### src/rtl/fpr_pkg.sv
package fpr_pkg;

  typedef enum logic [1:0] {
    RND_NEAR_EVEN = 2'b00,
    RND_TO_NEG    = 2'b01,
    RND_TO_POS    = 2'b10,
    RND_TO_ZERO   = 2'b11
  } rnd_mode_e;

  typedef enum logic [1:0] {
    PREC_SHORT  = 2'b00,
    PREC_SPARE  = 2'b01,
    PREC_MEDIUM = 2'b10,
    PREC_FULL   = 2'b11
  } prec_sel_e;

  typedef struct packed {
    logic inexact;
    logic rnd_up;
    logic ovf;
    logic unf;
  } rnd_flags_t;

endpackage

### src/rtl/fpr_discard_split.sv
module fpr_discard_split
  import fpr_pkg::*;
#(
  parameter int SIG_W = 64,
  parameter int P_SGL = 24,
  parameter int P_DBL = 53
) (
  input  logic [SIG_W-1:0] sig,
  input  logic             grd,
  input  logic             rnd,
  input  logic             stk,
  input  prec_sel_e        prec,
  output logic [SIG_W-1:0] kept,
  output logic [SIG_W-1:0] unit,
  output logic             rbit,
  output logic             sbit,
  output logic             lbit
);
  localparam int NVAR = 3;

  logic [SIG_W-1:0] mask_v [NVAR];
  logic [SIG_W-1:0] unit_v [NVAR];
  logic             rb_v   [NVAR];
  logic             st_v   [NVAR];
  logic             lb_v   [NVAR];

  for (genvar k = 0; k < NVAR; k++) begin : g_width
    localparam int KW   = (k == 0) ? P_SGL : ((k == 1) ? P_DBL : SIG_W);
    localparam int DROP = SIG_W - KW;
    if (DROP == 0) begin : g_none
      assign mask_v[k] = '1;
      assign unit_v[k] = SIG_W'(1);
      assign rb_v[k]   = grd;
      assign st_v[k]   = rnd | stk;
      assign lb_v[k]   = sig[0];
    end else begin : g_some
      assign mask_v[k] = ~((SIG_W'(1) << DROP) - SIG_W'(1));
      assign unit_v[k] = SIG_W'(1) << DROP;
      assign rb_v[k]   = sig[DROP-1];
      assign lb_v[k]   = sig[DROP];
      if (DROP == 1) begin : g_one
        assign st_v[k] = grd | rnd | stk;
      end else begin : g_many
        assign st_v[k] = (|sig[DROP-2:0]) | grd | rnd | stk;
      end
    end
  end

  always_comb begin
    case (prec)
      PREC_SHORT: begin
        kept = sig & mask_v[0]; unit = unit_v[0];
        rbit = rb_v[0]; sbit = st_v[0]; lbit = lb_v[0];
      end
      PREC_MEDIUM: begin
        kept = sig & mask_v[1]; unit = unit_v[1];
        rbit = rb_v[1]; sbit = st_v[1]; lbit = lb_v[1];
      end
      default: begin
        kept = sig & mask_v[2]; unit = unit_v[2];
        rbit = rb_v[2]; sbit = st_v[2]; lbit = lb_v[2];
      end
    endcase
  end

endmodule

### src/rtl/fpr_round_decide.sv
module fpr_round_decide
  import fpr_pkg::*;
(
  input  rnd_mode_e mode,
  input  logic      sign,
  input  logic      rbit,
  input  logic      sbit,
  input  logic      lbit,
  output logic      do_inc,
  output logic      inexact
);
  assign inexact = rbit | sbit;

  always_comb begin
    case (mode)
      RND_NEAR_EVEN: do_inc = rbit & (sbit | lbit);
      RND_TO_NEG:    do_inc = sign & inexact;
      RND_TO_POS:    do_inc = ~sign & inexact;
      default:       do_inc = 1'b0;
    endcase
  end

endmodule

### src/rtl/fpr_incr_norm.sv
module fpr_incr_norm #(
  parameter int SIG_W = 64,
  parameter int EXP_W = 15
) (
  input  logic [SIG_W-1:0] kept,
  input  logic [SIG_W-1:0] unit,
  input  logic             do_inc,
  input  logic [EXP_W-1:0] exp_in,
  output logic [SIG_W-1:0] sig_o,
  output logic [EXP_W-1:0] exp_o,
  output logic             ovf,
  output logic             unf
);
  logic [SIG_W:0] sum;
  logic           carry;

  assign sum   = {1'b0, kept} + ({1'b0, unit} & {(SIG_W+1){do_inc}});
  assign carry = sum[SIG_W];

  always_comb begin
    if (carry) begin
      sig_o = {1'b1, {(SIG_W-1){1'b0}}};
      exp_o = exp_in + EXP_W'(1);
    end else begin
      sig_o = sum[SIG_W-1:0];
      exp_o = exp_in;
    end
  end

  assign ovf = carry & (&exp_o);
  assign unf = (exp_o == '0) & (|sig_o);

endmodule

### src/rtl/fpr_round_unit.sv
module fpr_round_unit
  import fpr_pkg::*;
#(
  parameter int SIG_W = 64,
  parameter int EXP_W = 15,
  parameter int P_SGL = 24,
  parameter int P_DBL = 53
) (
  input  logic             clk,
  input  logic             rst_n,
  input  logic             in_valid,
  output logic             in_ready,
  input  logic             in_sign,
  input  logic [EXP_W-1:0] in_exp,
  input  logic [SIG_W-1:0] in_sig,
  input  logic             in_grd,
  input  logic             in_rnd,
  input  logic             in_stk,
  input  logic [1:0]       rnd_mode,
  input  logic [1:0]       prec_sel,
  output logic             out_valid,
  input  logic             out_ready,
  output logic             out_sign,
  output logic [EXP_W-1:0] out_exp,
  output logic [SIG_W-1:0] out_sig,
  output logic             out_inexact,
  output logic             out_rnd_up,
  output logic             out_ovf,
  output logic             out_unf
);
  logic             accept;
  logic [SIG_W-1:0] kept, unit, sig_n;
  logic [EXP_W-1:0] exp_n;
  logic             rbit, sbit, lbit, do_inc, inexact, ovf_n, unf_n;
  rnd_flags_t       flags_n, flags_q;

  assign in_ready = ~out_valid | out_ready;
  assign accept   = in_valid & in_ready;

  fpr_discard_split #(.SIG_W(SIG_W), .P_SGL(P_SGL), .P_DBL(P_DBL)) u_split (
    .sig  (in_sig),
    .grd  (in_grd),
    .rnd  (in_rnd),
    .stk  (in_stk),
    .prec (prec_sel_e'(prec_sel)),
    .kept (kept),
    .unit (unit),
    .rbit (rbit),
    .sbit (sbit),
    .lbit (lbit)
  );

  fpr_round_decide u_decide (
    .mode    (rnd_mode_e'(rnd_mode)),
    .sign    (in_sign),
    .rbit    (rbit),
    .sbit    (sbit),
    .lbit    (lbit),
    .do_inc  (do_inc),
    .inexact (inexact)
  );

  fpr_incr_norm #(.SIG_W(SIG_W), .EXP_W(EXP_W)) u_incr (
    .kept   (kept),
    .unit   (unit),
    .do_inc (do_inc),
    .exp_in (in_exp),
    .sig_o  (sig_n),
    .exp_o  (exp_n),
    .ovf    (ovf_n),
    .unf    (unf_n)
  );

  assign flags_n = '{inexact: inexact, rnd_up: do_inc, ovf: ovf_n, unf: unf_n};

  always_ff @(posedge clk or negedge rst_n) begin
    if (!rst_n) begin
      out_valid <= 1'b0;
      out_sign  <= 1'b0;
      out_exp   <= '0;
      out_sig   <= '0;
      flags_q   <= '0;
    end else if (accept) begin
      out_valid <= 1'b1;
      out_sign  <= in_sign;
      out_exp   <= exp_n;
      out_sig   <= sig_n;
      flags_q   <= flags_n;
    end else if (out_ready) begin
      out_valid <= 1'b0;
    end
  end

  assign out_inexact = flags_q.inexact;
  assign out_rnd_up  = flags_q.rnd_up;
  assign out_ovf     = flags_q.ovf;
  assign out_unf     = flags_q.unf;

endmodule

### config.mk
export PLATFORM = sky130hd
export DESIGN_NAME = fpr_round_unit
export DESIGN_NICKNAME = d
export VERILOG_FILES = /design/src/rtl/fpr_pkg.sv /design/src/rtl/fpr_discard_split.sv /design/src/rtl/fpr_round_decide.sv /design/src/rtl/fpr_incr_norm.sv /design/src/rtl/fpr_round_unit.sv
export SDC_FILE = /design/constraint.sdc
export NUM_CORES = 1
export LEC_CHECK = 0
export BUFFER_PORTS_ARGS = -buffer_cell sky130_fd_sc_hd__buf_4
export CAP_MARGIN = 15
export CORE_ASPECT_RATIO = 1.75
export CORE_MARGIN = 2
export CORE_UTILIZATION = 58
export CTS_CLUSTER_SIZE = 24
export DETAILED_ROUTE_END_ITERATION = 8
export PLACE_DENSITY = 0.95
export SLEW_MARGIN = 20
export SYNTH_ARGS = -nofsm -noshare
export SYNTH_HDL_FRONTEND = slang
export SYNTH_SLANG_ARGS = --single-unit
### constraint.sdc
create_clock -name clk -period 2.4 [get_ports clk]
set_input_delay 0.48 -clock clk [delete_from_list [all_inputs] [get_ports clk]]
set_output_delay 0.48 -clock clk [all_outputs]
set_load 0.02 [all_outputs]
==> results.py, run 1 <==
metrics = {
    "clock_network": {
        "cts_hold_buf": 0,
        "postCtsSetupRepairBufs": 35,
        "cts_inserted_buffers": 9,
        "cts.sinks": 85,
        "clockBufferDepth": 2,
        "cts_resized": 169,
        "clockRootBuffer": "clkbuf_16",
        "cts.htree.levels": 3,
    },
    "synthesis": {
        "synth_top_cell_by_area": "dfrtp_1",
        "synth_area_um2": 6336,
        "synth_most_common_cell": "nand2_1",
        "yosysUniqueCellTypes": 77,
        "yosysWarnings": 0,
        "synth_top_area_share_pct": 33.57,
        "ys_async_sr_fraction_pct": 100.0,
        "synthCells": 777,
        "ys_top_cells_by_area": "dfrtp_1 34%, nand2_1 8.1%, xnor2_1 6.2%, xor2_1 4.3%, o21ai_0 3.8%",
        "ys.flop_type": "dfrtp_1",
        "ys_seq_area_share_pct": 33.57,
        "ys_top_cells_by_count": "137 x nand2_1, 85 x dfrtp_1, 55 x nor2_1, 48 x o21ai_0, 45 x xnor2_1",
        "synth_nets": 876,
        "synth_edf_count": 0,
        "ys_seq_elements": 85,
        "syn_avg_cell_area_um2": 8.155,
    },
    "floorplanning": {
        "die_h_um": 142.3,
        "die_w_um": 83.01,
        "num_io_pins": 177,
        "start_util_pct": 59.23,
        "placementRows": 50,
    },
    "place": {
        "place_inst": 1253,
        "dpl_cell_area_um2": 9435,
        "dp_slack_ns": -2.875,
        "place.gp.congestion": 1.123,
        "io_buffers": 176,
        "hpwl_um": 22320,
    },
    "outcome": {
        "outcome": "did not finish",
        "tool.error": "[ERROR DPL-0038] Utilization greater than 100%, impossible to legalize",
        "flow.stopped_at": "clock tree synthesis",
    },
}
-- cell families after synthesis --
group | synth area share (%)
simple gates | 30.37
compound gates | 19.00
flops | 33.57
xor+xnor | 10.51
buf+inv | 4.009
fa+ha+maj | 1.580
mux | 0.9676
-- metrics by stage --
stage | utilization [%] | setup TNS, ns
floorplan | - | -101.93
global placement | 88.20 | -158.28
detailed placement | 88.20 | -182.96
==> inputs of run 2 (changes only) <==
- CORE_ASPECT_RATIO: 1.75 -> default
- CORE_UTILIZATION: 58 -> 40
- CTS_CLUSTER_SIZE: 24 -> default
- PLACE_DENSITY: 0.95 -> default
- PLACE_DENSITY_LB_ADDON: default -> 0.15
==> results.py, run 2 <==
metrics = {
    "outcome": {
        "outcome": "finished, violations left",
        "violations": "negative setup slack",
    },
    "sta": {
        "skew_ns": 0.007773,
        "relSlewSlack_pct": 61.51,
        "layout_setup_ws_ns": -2.366,
        "fmax_ghz": 0.2098,
        "fin_crit_sh_pct": 198.6,
        "rsz0062_at_grt": "true",
        "setup_violations": 81,
        "hold_viol": 0,
        "drv_slew": 0,
        "tightest_slew_ns": 0.5774,
        "fin_crit_ns": 4.766,
    },
    "place": {
        "io_buffers": 176,
        "dpl_cell_area_um2": 9753,
        "hpwl_um": 18950,
        "dp_slack_ns": -2.899,
        "place.gp.congestion": 0.9663,
    },
    "synthesis": {
        "synth_most_common_cell": "nand2_1",
        "ys_top_cells_by_area": "dfrtp_1 34%, nand2_1 8.1%, xnor2_1 6.2%, xor2_1 4.3%, o21ai_0 3.8%",
        "ys_seq_elements": 85,
        "ys_async_sr_fraction_pct": 100.0,
        "synth_area_um2": 6336,
        "yosysUniqueCellTypes": 77,
        "synth_top_area_share_pct": 33.57,
        "ys.flop_type": "dfrtp_1",
        "syn_avg_cell_area_um2": 8.155,
        "ys_top_cells_by_count": "137 x nand2_1, 85 x dfrtp_1, 55 x nor2_1, 48 x o21ai_0, 45 x xnor2_1",
        "synth_top_cell_by_area": "dfrtp_1",
        "synth_nets": 876,
        "yosysWarnings": 0,
        "ys_seq_area_share_pct": 33.57,
        "synth_edf_count": 0,
        "synthCells": 777,
    },
    "clock_network": {
        "clkTransAtPathRegs_ns": 0.07,
        "cts.htree.levels": 3,
        "cts_inserted_buffers": 9,
        "clockBufferDepth": 2,
        "clockRootBuffer": "clkbuf_16",
        "clk_latency_ns": 0.35,
        "cts_tree": "done",
        "cts.sinks": 85,
        "cts_hold_buf": 0,
    },
    "setup_path": {
        "start_kind": "input port",
        "critPathKind": "in2reg",
        "critPathRequiredTime_ns": 2.64,
        "critPathMaxFanout": 7,
        "end_kind": "register",
        "arrival_ns": 5.00,
    },
    "hold_path": {
        "hold_path.class": "in2async",
    },
    "layout": {
        "fin_nets": 1312,
        "reg_top3": "out_sig (64), out_exp (15)",
        "synthToLayoutAreaGrowth_pct": 80.02,
        "layout_common_cells": "422 x buf_4, 126 x nand2_1, 85 x dfrtp_1",
        "largest_reg_flops": 64,
        "final_cell_area_um2": 11410,
        "antenna-diode-count": 0,
        "largest_register": "out_sig",
        "final_common_cell": "buf_4",
        "drive_gt1_share_pct": 50.57,
    },
    "routing": {
        "firstDrtPassIters": 5,
        "drc": 0,
        "routed_wl_um": 27340,
        "vias": 7948,
        "final_antenna_net_count": 0,
        "viasPerCell": 5.543,
        "wl_per_cell_um": 19.07,
        "drt-initial-drc-count": 754,
    },
    "global_routing": {
        "gr-total-overflow": 0,
        "grt_max_degree": 102,
        "grt_util_met2_pct": 51.62,
        "gr-max-usage-layer": "met2",
        "met1_usage_pct": 42.61,
        "gr-usage-all-layers_pct": 31.39,
        "use_met3_pct": 4.633,
        "grt_pass1_vias": 7691,
        "antenna_found_initial": 0,
        "grt_pass1_wl_um": 41110,
    },
    "floorplanning": {
        "core_um2": 15660,
        "die_h_um": 129.9,
        "placementRows": 46,
        "dieArea_um2": 16860,
        "num_io_pins": 177,
        "start_util_pct": 40.47,
        "die_w_um": 129.9,
    },
    "power": {
        "p_total_uw": 5012,
        "power_density_nw_per_um2": 439.4,
        "peakVddDrop_mv": 0.3483,
        "leakagePower_uw": 0.005210,
    },
    "flow_run": {
        "cap_violations": 0,
    },
}
[run 2: final timing paths]
path,end,startpoint,slack (ns),cells after the start
worst max-delay path,out_unf,in_sig[11],-2.37,25
worst max register to register,out_ovf,out_valid,0.55,6
worst min-delay path,out_sig[8],rst_n,0.12,1
min in group clk,out_sign,in_sign,0.34,3
max in group asynchronous,out_exp[4],rst_n,1.64,2
worst min register to register,out_sign,out_sign,0.47,2
[run 2: worst max-delay path, cell delays in order]
cell and delay [ns]:
buf_4 0.12, nor4_4 0.29, nand4_1 0.15, o21bai_2 0.26, a41oi_2 0.14, nor3_2 0.26, buf_4 0.15, o21a_1 0.12
a211oi_2 0.06, and3b_2 0.24, ha_4 0.28, nand3_4 0.09, nor4_4 0.32, buf_4 0.18, o2111ai_4 0.15, buf_6 0.16
o31ai_4 0.28, buf_6 0.18, buf_8 0.13, and3_4 0.22, nor3_1 0.07, a31oi_1 0.33, a2111oi_4 0.09, a22oi_2 0.16
o21ai_1 0.08
[run 2: repair_timing]
action / 4_1_cts / 5_1_grt
setup buffers: 44 / 32
pin swaps: 78 / 70
setup endpoints to repair: 81 / 81
gates resized for setup: 141 / 76
gates cloned: 3 / 0
[run 2: power by group]
| group | switching [uW] | internal (uW) | total (uW) |
|---|---|---|---|
| clock network | 639 | 946 | 1580 |
| logic | 923 | 786 | 1710 |
| registers | 108 | 1610 | 1720 |
[run 2: cell families (layout without fill, tap and decap cells)]
logic type	Yosys count	count (layout)	share of synthesized area (%)
AO/OA/AOI/OAI	164	164	19.00
XOR/XNOR	76	76	10.51
adder cells (fa/ha/maj)	8	8	1.580
buffers and inverters	64	503	4.009
flip-flops	85	85	33.57
multiplexers	6	6	0.9676
AND/OR/NAND/NOR	374	376	30.37
[run 2: cell type report]
type                            count  area (um^2)
Inverter                           15        56.30
Sequential cell                    85         2127
Clock inverter                      5        82.58
Clock buffer                       11        242.7
Tap cell                          216        270.3
Fill cell                        1226         4249
Multi-Input combinational cell    630         4803
Timing Repair Buffer              472         3824
[run 2: stage by stage]
stage / instances / utilization [%] / hold slack (ns) / setup TNS [ns]
after global routing: 1434 / 72.86 / 0.1607 / -153.69
after CTS: 1420 / 70.39 / 0.1373 / -120.37
after floorplan: 777 / - / 0.1844 / -101.93
after global placement: 1367 / 62.30 / 0.4626 / -164.02
final: 1434 / 72.86 / 0.1237 / -140.72
after detailed placement: 1367 / 62.30 / 0.4645 / -173.99
[run 2: per-layer routing]
metal | vias up | routed length (um)
met1 | 3782 | 11740
li1 | 3708 | -
met2 | 386 | 12920
met3 | 72 | 1772
met5 | - | 0
met4 | 0 | 904
Power figures use the tool's default switching activity.
==> inputs of run 3 (changes only) <==
- SYNTH_HIERARCHICAL: default -> 1
==> results.py, run 3 <==
metrics = {
    "layout": {
        "synthToLayoutAreaGrowth_pct": 56.19,
        "multi_input_area_um2": 8474,
        "largest_register": "out_sig",
        "layout_common_cells": "509 x buf_4, 90 x a21oi_1, 88 x nand2_1",
        "final_util_pct": 63.71,
        "register_area_um2": 2127,
        "fin_nets": 1879,
        "drive_gt1_share_pct": 49.59,
        "final_common_cell": "buf_4",
        "largest_reg_flops": 64,
        "fillers": 2127,
        "antenna-diode-count": 0,
        "reg_top3": "out_sig (64), out_exp (15)",
    },
    "synthesis": {
        "synthCells": 1217,
        "ys_async_sr_fraction_pct": 100.0,
        "ys_seq_elements": 85,
        "synth_edf_count": 0,
        "ys_top_cells_by_count": "100 x a21oi_1, 91 x nand2_1, 86 x and2_1, 86 x buf_4",
        "yosysUniqueCellTypes": 97,
        "synth_top_cell_by_area": "dfrtp_1",
        "syn_avg_cell_area_um2": 8.440,
        "synth_top_area_share_pct": 20.71,
        "ys_top_cells_by_area": "dfrtp_1 21%, mux2_4 8.9%, ha_1 8.3%, buf_4 6.3%, and2_1 5.2%",
        "ys_seq_area_share_pct": 20.71,
        "yosysWarnings": 6,
        "ys.flop_type": "dfrtp_1",
        "synth_most_common_cell": "a21oi_1",
        "synth_area_um2": 10270,
    },
    "sta": {
        "layout_setup_ws_ns": -2.542,
        "whs_ns": 0.1573,
        "rsz0062_at_grt": "true",
        "tightest_slew_ns": 0.7733,
        "setup_violations": 81,
        "drv_slew": 0,
        "hold_viol": 0,
        "tns_ns": -159.38,
        "skew_ns": 0.006649,
        "relSlewSlack_pct": 47.90,
        "fmax_ghz": 0.2024,
        "fin_crit_ns": 4.942,
        "fin_crit_sh_pct": 205.9,
    },
    "global_routing": {
        "gr-max-usage-layer": "met2",
        "grt_util_met2_pct": 43.57,
        "grt_pass1_vias": 10451,
        "gr-usage-all-layers_pct": 26.98,
        "antenna_found_initial": 0,
        "gr-total-overflow": 0,
        "met1_usage_pct": 38.79,
        "use_met3_pct": 2.424,
        "grt_max_degree": 48,
        "grt_pass1_wl_um": 56760,
    },
    "routing": {
        "drc": 0,
        "firstDrtPassIters": 5,
        "vias": 10664,
        "viasPerCell": 5.192,
        "drt-initial-drc-count": 609,
        "final_antenna_net_count": 0,
        "routed_wl_um": 36940,
        "wl_per_cell_um": 17.99,
    },
    "power": {
        "leakagePower_uw": 0.007795,
        "power_switching_share_pct": 38.69,
        "power_frac_comb_pct": 59.4,
        "power.switching_uw": 3276,
        "clkPwrFrac_pct": 16.4,
        "peakVddDrop_mv": 0.4412,
        "seq_power_share_pct": 24.2,
        "internal_power_uw": 5192,
        "power_density_nw_per_um2": 527.8,
    },
    "floorplanning": {
        "die_w_um": 164.2,
        "start_util_pct": 40.79,
        "num_io_pins": 177,
        "placementRows": 58,
        "die_h_um": 164.2,
        "core_um2": 25180,
        "dieArea_um2": 26970,
    },
    "flow_run": {
        "cap_violations": 0,
    },
    "setup_path": {
        "arrival_ns": 5.17,
        "crit_top_cell": "buf_4",
        "crit_slowest_cell": "a211oi_2",
        "start_kind": "input port",
        "critPathMaxFanout": 4,
        "critPathRequiredTime_ns": 2.63,
        "critPathKind": "in2reg",
        "max_stage_delay_ns": 0.30,
        "rrSetupSlack_ns": 0.78,
        "end_kind": "register",
    },
    "clock_network": {
        "clk_latency_ns": 0.34,
        "cts.sinks": 85,
        "cts.htree.levels": 3,
        "cts_tree": "done",
        "clockBufferDepth": 2,
        "clkTransAtPathRegs_ns": 0.07,
        "cts_inserted_buffers": 9,
        "clockRootBuffer": "clkbuf_16",
    },
    "outcome": {
        "violations": "negative setup slack",
        "outcome": "finished, violations left",
    },
    "place": {
        "dp_slack_ns": -3.195,
        "hpwl_um": 29530,
        "io_buffers": 176,
        "place.gp.congestion": 0.9757,
    },
    "hold_path": {
        "hold_path.class": "in2async",
    },
}
==> run 3: cell types whose count changed after synthesis, moves of 37 or more <==
cell,delta
a21oi_1,+88
and2_1,+72
buf_4,+85
ha_1,+60
mux2_4,+61
nand2_1,-46
nor2b_1,+37
==> run 3: what timing repair did <==
action,CTS,global route
setup buffers,50,19
cloned,4,0
hold endpoints to repair,0,0
hold buffers,0,0
endpoints found under the setup margin,82,82
pin swaps,69,42
resized for setup,198,71
==> run 3: final timing paths <==
kind / start / to / cells after the start
max in group asynchronous: rst_n / out_sig[47] / 2
hold reg to reg: out_exp[1] / out_exp[1] / 1
min in group clk: in_valid / out_valid / 2
hold / removal: rst_n / out_sig[13] / 1
setup / recovery: in_sig[17] / out_unf / 26
setup reg to reg: out_valid / out_inexact / 4
==> run 3: kinds of logic after synthesis <==
kind of cell,Yosys count,synth area share [%]
AND/OR/NAND/NOR,465,24.98
AO/OA/AOI/OAI,281,17.49
buffers and inverters,162,10.71
multiplexers,90,12.06
flip-flops,85,20.71
adder cells (fa/ha/maj),69,8.479
XOR/XNOR,64,5.531
other,1,0.03651
==> run 3: power groups by stage <==
stage	sequential, uW	combinational, uW	clock (uW)
floorplan	2460	2010	0
global placement	2060	4290	0
detailed placement	2070	4330	0
CTS	2050	4800	1420
global route	2090	5360	1470
finish	2050	5030	1390
==> run 3: cell type report <==
class                           count  share of cell area [%]
Timing Repair Buffer              569                   29.00
Clock inverter                      4                  0.1872
Tap cell                          330                   2.574
Inverter                           24                  0.5615
Clock buffer                       12                   1.599
Multi-Input combinational cell   1030                   52.82
Sequential cell                    85                   13.26
==> run 3: per-layer routing <==
| layer | up-vias | share of wire [%] | routed length [um] |
|---|---|---|---|
| met4 | 0 | 2.1 | 764 |
| met1 | 5081 | 47 | 17360 |
| met2 | 329 | 46 | 16880 |
| met5 | - | 0 | 0 |
| met3 | 44 | 5.2 | 1938 |
| li1 | 5210 | - | - |
==> run 3: worst max-delay path: cells and delay by family <==
family / cells / cell delay (ns)
muxes: 1 / 0.29
and+or+nand+nor: 10 / 1.88
AOI/OAI and AO/OA: 9 / 1.44
buffers and inverters: 5 / 0.79
adders and majority gates: 1 / 0.27
==> run 3: through the flow <==
| stage | area [um^2] | instances | power, uW |
|---|---|---|---|
| 4_1_cts | 15660 | 2045 | 8264 |
| 5_1_grt | 16040 | 2054 | 8921 |
| 3_3_place_gp | 14130 | 1985 | 6354 |
| 2_1_floorplan | 10880 | 1277 | 4470 |
| 6_report | 16040 | 2054 | 8467 |
| 3_5_place_dp | 14130 | 1985 | 6400 |
==> inputs of run 4 (changes only) <==
- CORE_ASPECT_RATIO: default -> 0.9
- SETUP_SLACK_MARGIN: default -> 0.4
- TNS_END_PERCENT: default -> 100
==> results.py, run 4 (synthesis results as in run 3) <==
metrics = {
    "outcome": {
        "outcome": "finished, violations left",
        "violations": "negative setup slack",
    },
    "sta": {
        "whs_ns": 0.1319,
        "drv_slew": 0,
        "rsz0062_at_grt": "true",
        "relSlewSlack_pct": 33.35,
        "fmax_ghz": 0.2053,
        "fin_crit_ns": 4.871,
        "fin_crit_sh_pct": 203.0,
        "tightest_slew_ns": 0.9894,
        "hold_viol": 0,
        "setup_violations": 81,
        "skew_ns": 0.01751,
        "layout_setup_ws_ns": -2.471,
    },
    "global_routing": {
        "gr-usage-all-layers_pct": 26.74,
        "grt_pass1_wl_um": 57100,
        "antenna_found_initial": 1,
        "gr-total-overflow": 0,
        "grt_max_degree": 52,
        "grt_pass1_vias": 10321,
    },
    "power": {
        "power_frac_comb_pct": 58.6,
        "seq_power_share_pct": 24.0,
        "peakVddDrop_mv": 0.3890,
        "internal_power_uw": 5150,
        "clkPwrFrac_pct": 17.4,
        "leakagePower_uw": 0.007693,
        "power_density_nw_per_um2": 533.2,
        "power_switching_share_pct": 39.76,
        "power.switching_uw": 3400,
    },
    "layout": {
        "fillers": 2222,
        "antenna-diode-count": 0,
        "fin_nets": 1867,
        "register_area_um2": 2127,
        "synthToLayoutAreaGrowth_pct": 56.12,
        "largest_reg_flops": 64,
        "largest_register": "out_sig",
        "drive_gt1_share_pct": 49.47,
        "multi_input_area_um2": 8462,
        "final_common_cell": "buf_4",
        "layout_common_cells": "492 x buf_4, 90 x a21oi_1, 85 x dfrtp_1, 85 x nand2_1, 74 x and2_1",
        "reg_top3": "out_sig (64), out_exp (15)",
        "final_util_pct": 63.67,
        "final_cells": 2054,
    },
    "floorplanning": {
        "dieArea_um2": 26980,
        "die_h_um": 156.0,
        "start_util_pct": 40.78,
        "placementRows": 55,
        "die_w_um": 172.9,
        "core_um2": 25190,
        "num_io_pins": 177,
    },
    "flow_run": {
        "cap_violations": 0,
    },
    "setup_path": {
        "critPathRequiredTime_ns": 2.71,
        "critPathKind": "in2reg",
        "arrival_ns": 5.18,
        "critPathMaxFanout": 5,
        "end_kind": "register",
        "start_kind": "input port",
    },
    "clock_network": {
        "clk_latency_ns": 0.37,
        "cts.sinks": 85,
        "clockBufferDepth": 2,
        "cts_inserted_buffers": 9,
        "clockRootBuffer": "clkbuf_16",
        "cts.htree.levels": 3,
        "cts_tree": "done",
        "cts_hold_buf": 0,
        "clkTransAtPathRegs_ns": 0.09,
    },
    "place": {
        "dp_slack_ns": -2.982,
        "hpwl_um": 28990,
        "io_buffers": 176,
        "place.gp.congestion": 0.9568,
        "place_inst": 1984,
    },
    "routing": {
        "final_antenna_net_count": 0,
        "viasPerCell": 5.159,
        "drt-initial-drc-count": 813,
        "vias": 10596,
        "firstDrtPassIters": 5,
        "wl_per_cell_um": 17.83,
        "drc": 0,
        "routed_wl_um": 36620,
    },
    "hold_path": {
        "hold_path.class": "in2async",
    },
}
## run 4: cell types whose count changed in the layout (fill, tap and decap cells not counted), moves of 4 or more
cell / change
nor2_2: -5
buf_4: -17
mux2_4: -6
inv_8: +4
mux2_2: +6
buf_12: +4
## run 4: power by group through the flow
stage	sequential, uW	clock, uW	combinational [uW]
3_5_place_dp	2070	0	4270
2_1_floorplan	2460	0	2010
5_1_grt	2100	1560	5330
6_report	2050	1490	5010
3_3_place_gp	2060	0	4240
4_1_cts	2050	1500	4780
## run 4: worst paths after layout
path,from,to,slack (ns),depth (start not counted)
min in group clk,in_valid,out_valid,0.35,2
max in group asynchronous,rst_n,out_inexact,1.63,2
max,in_sig[32],out_unf,-2.47,27
min reg2reg,out_sig[12],out_sig[12],0.51,1
min,rst_n,out_exp[5],0.13,1
max reg2reg,out_valid,out_exp[13],0.80,4
## run 4: final cells by class
| class | count | area share [%] |
|---|---|---|
| multi-input cells | 1030 | 52.77 |
| repair buffers | 557 | 28.91 |
| flip-flops and latches | 85 | 13.26 |
| well taps | 342 | 2.669 |
| clock buffers | 9 | 1.404 |
| inverters | 24 | 0.5618 |
| clock inverters | 7 | 0.4213 |
## run 4: stage by stage
| stage | instance area, um^2 | TNS, ns | power (uW) |
|---|---|---|---|
| 6_report | 16040 | -147.67 | 8550 |
| 5_1_grt | 16040 | -162.30 | 8983 |
| 4_1_cts | 15560 | -137.85 | 8328 |
| 3_5_place_dp | 14030 | -185.25 | 6336 |
| 3_3_place_gp | 14030 | -182.48 | 6302 |
| 2_1_floorplan | 10880 | -127.14 | 4470 |
## run 4: worst max-delay path: stages
cell and delay (ns):
buf_4 0.12, nor4_4 0.25, nand4_1 0.17, o21ai_2 0.17, buf_6 0.13, nand2_2 0.05, or2_4 0.25, nand3b_4 0.09
o22ai_4 0.09, and2_4 0.16, ha_4 0.15, inv_2 0.05, fa_2 0.20, nand2b_4 0.14, a211oi_4 0.07, o211ai_1 0.34
buf_4 0.21, a21oi_4 0.06, o31ai_4 0.21, buf_12 0.17, and2_4 0.16, mux2_4 0.31, or3_4 0.38, nor4_2 0.21
nand4_1 0.21, a31oi_1 0.19, mux2_2 0.16
## run 4: layer usage
layer	global-route usage (%)	wire length [um]	vias to the layer above
met2	42.29	16270	325
li1	-	-	5191
met4	4.722	434	0
met1	38.89	17900	5049
met3	4.069	2019	31
met5	0	0	-
## run 4: repair_timing
| action | CTS | global route |
|---|---|---|
| setup buffers | 31 | 19 |
| setup endpoints to repair | 82 | 82 |
| pin swaps | 72 | 42 |
| gates cloned | 4 | 0 |
| resized for setup | 194 | 70 |
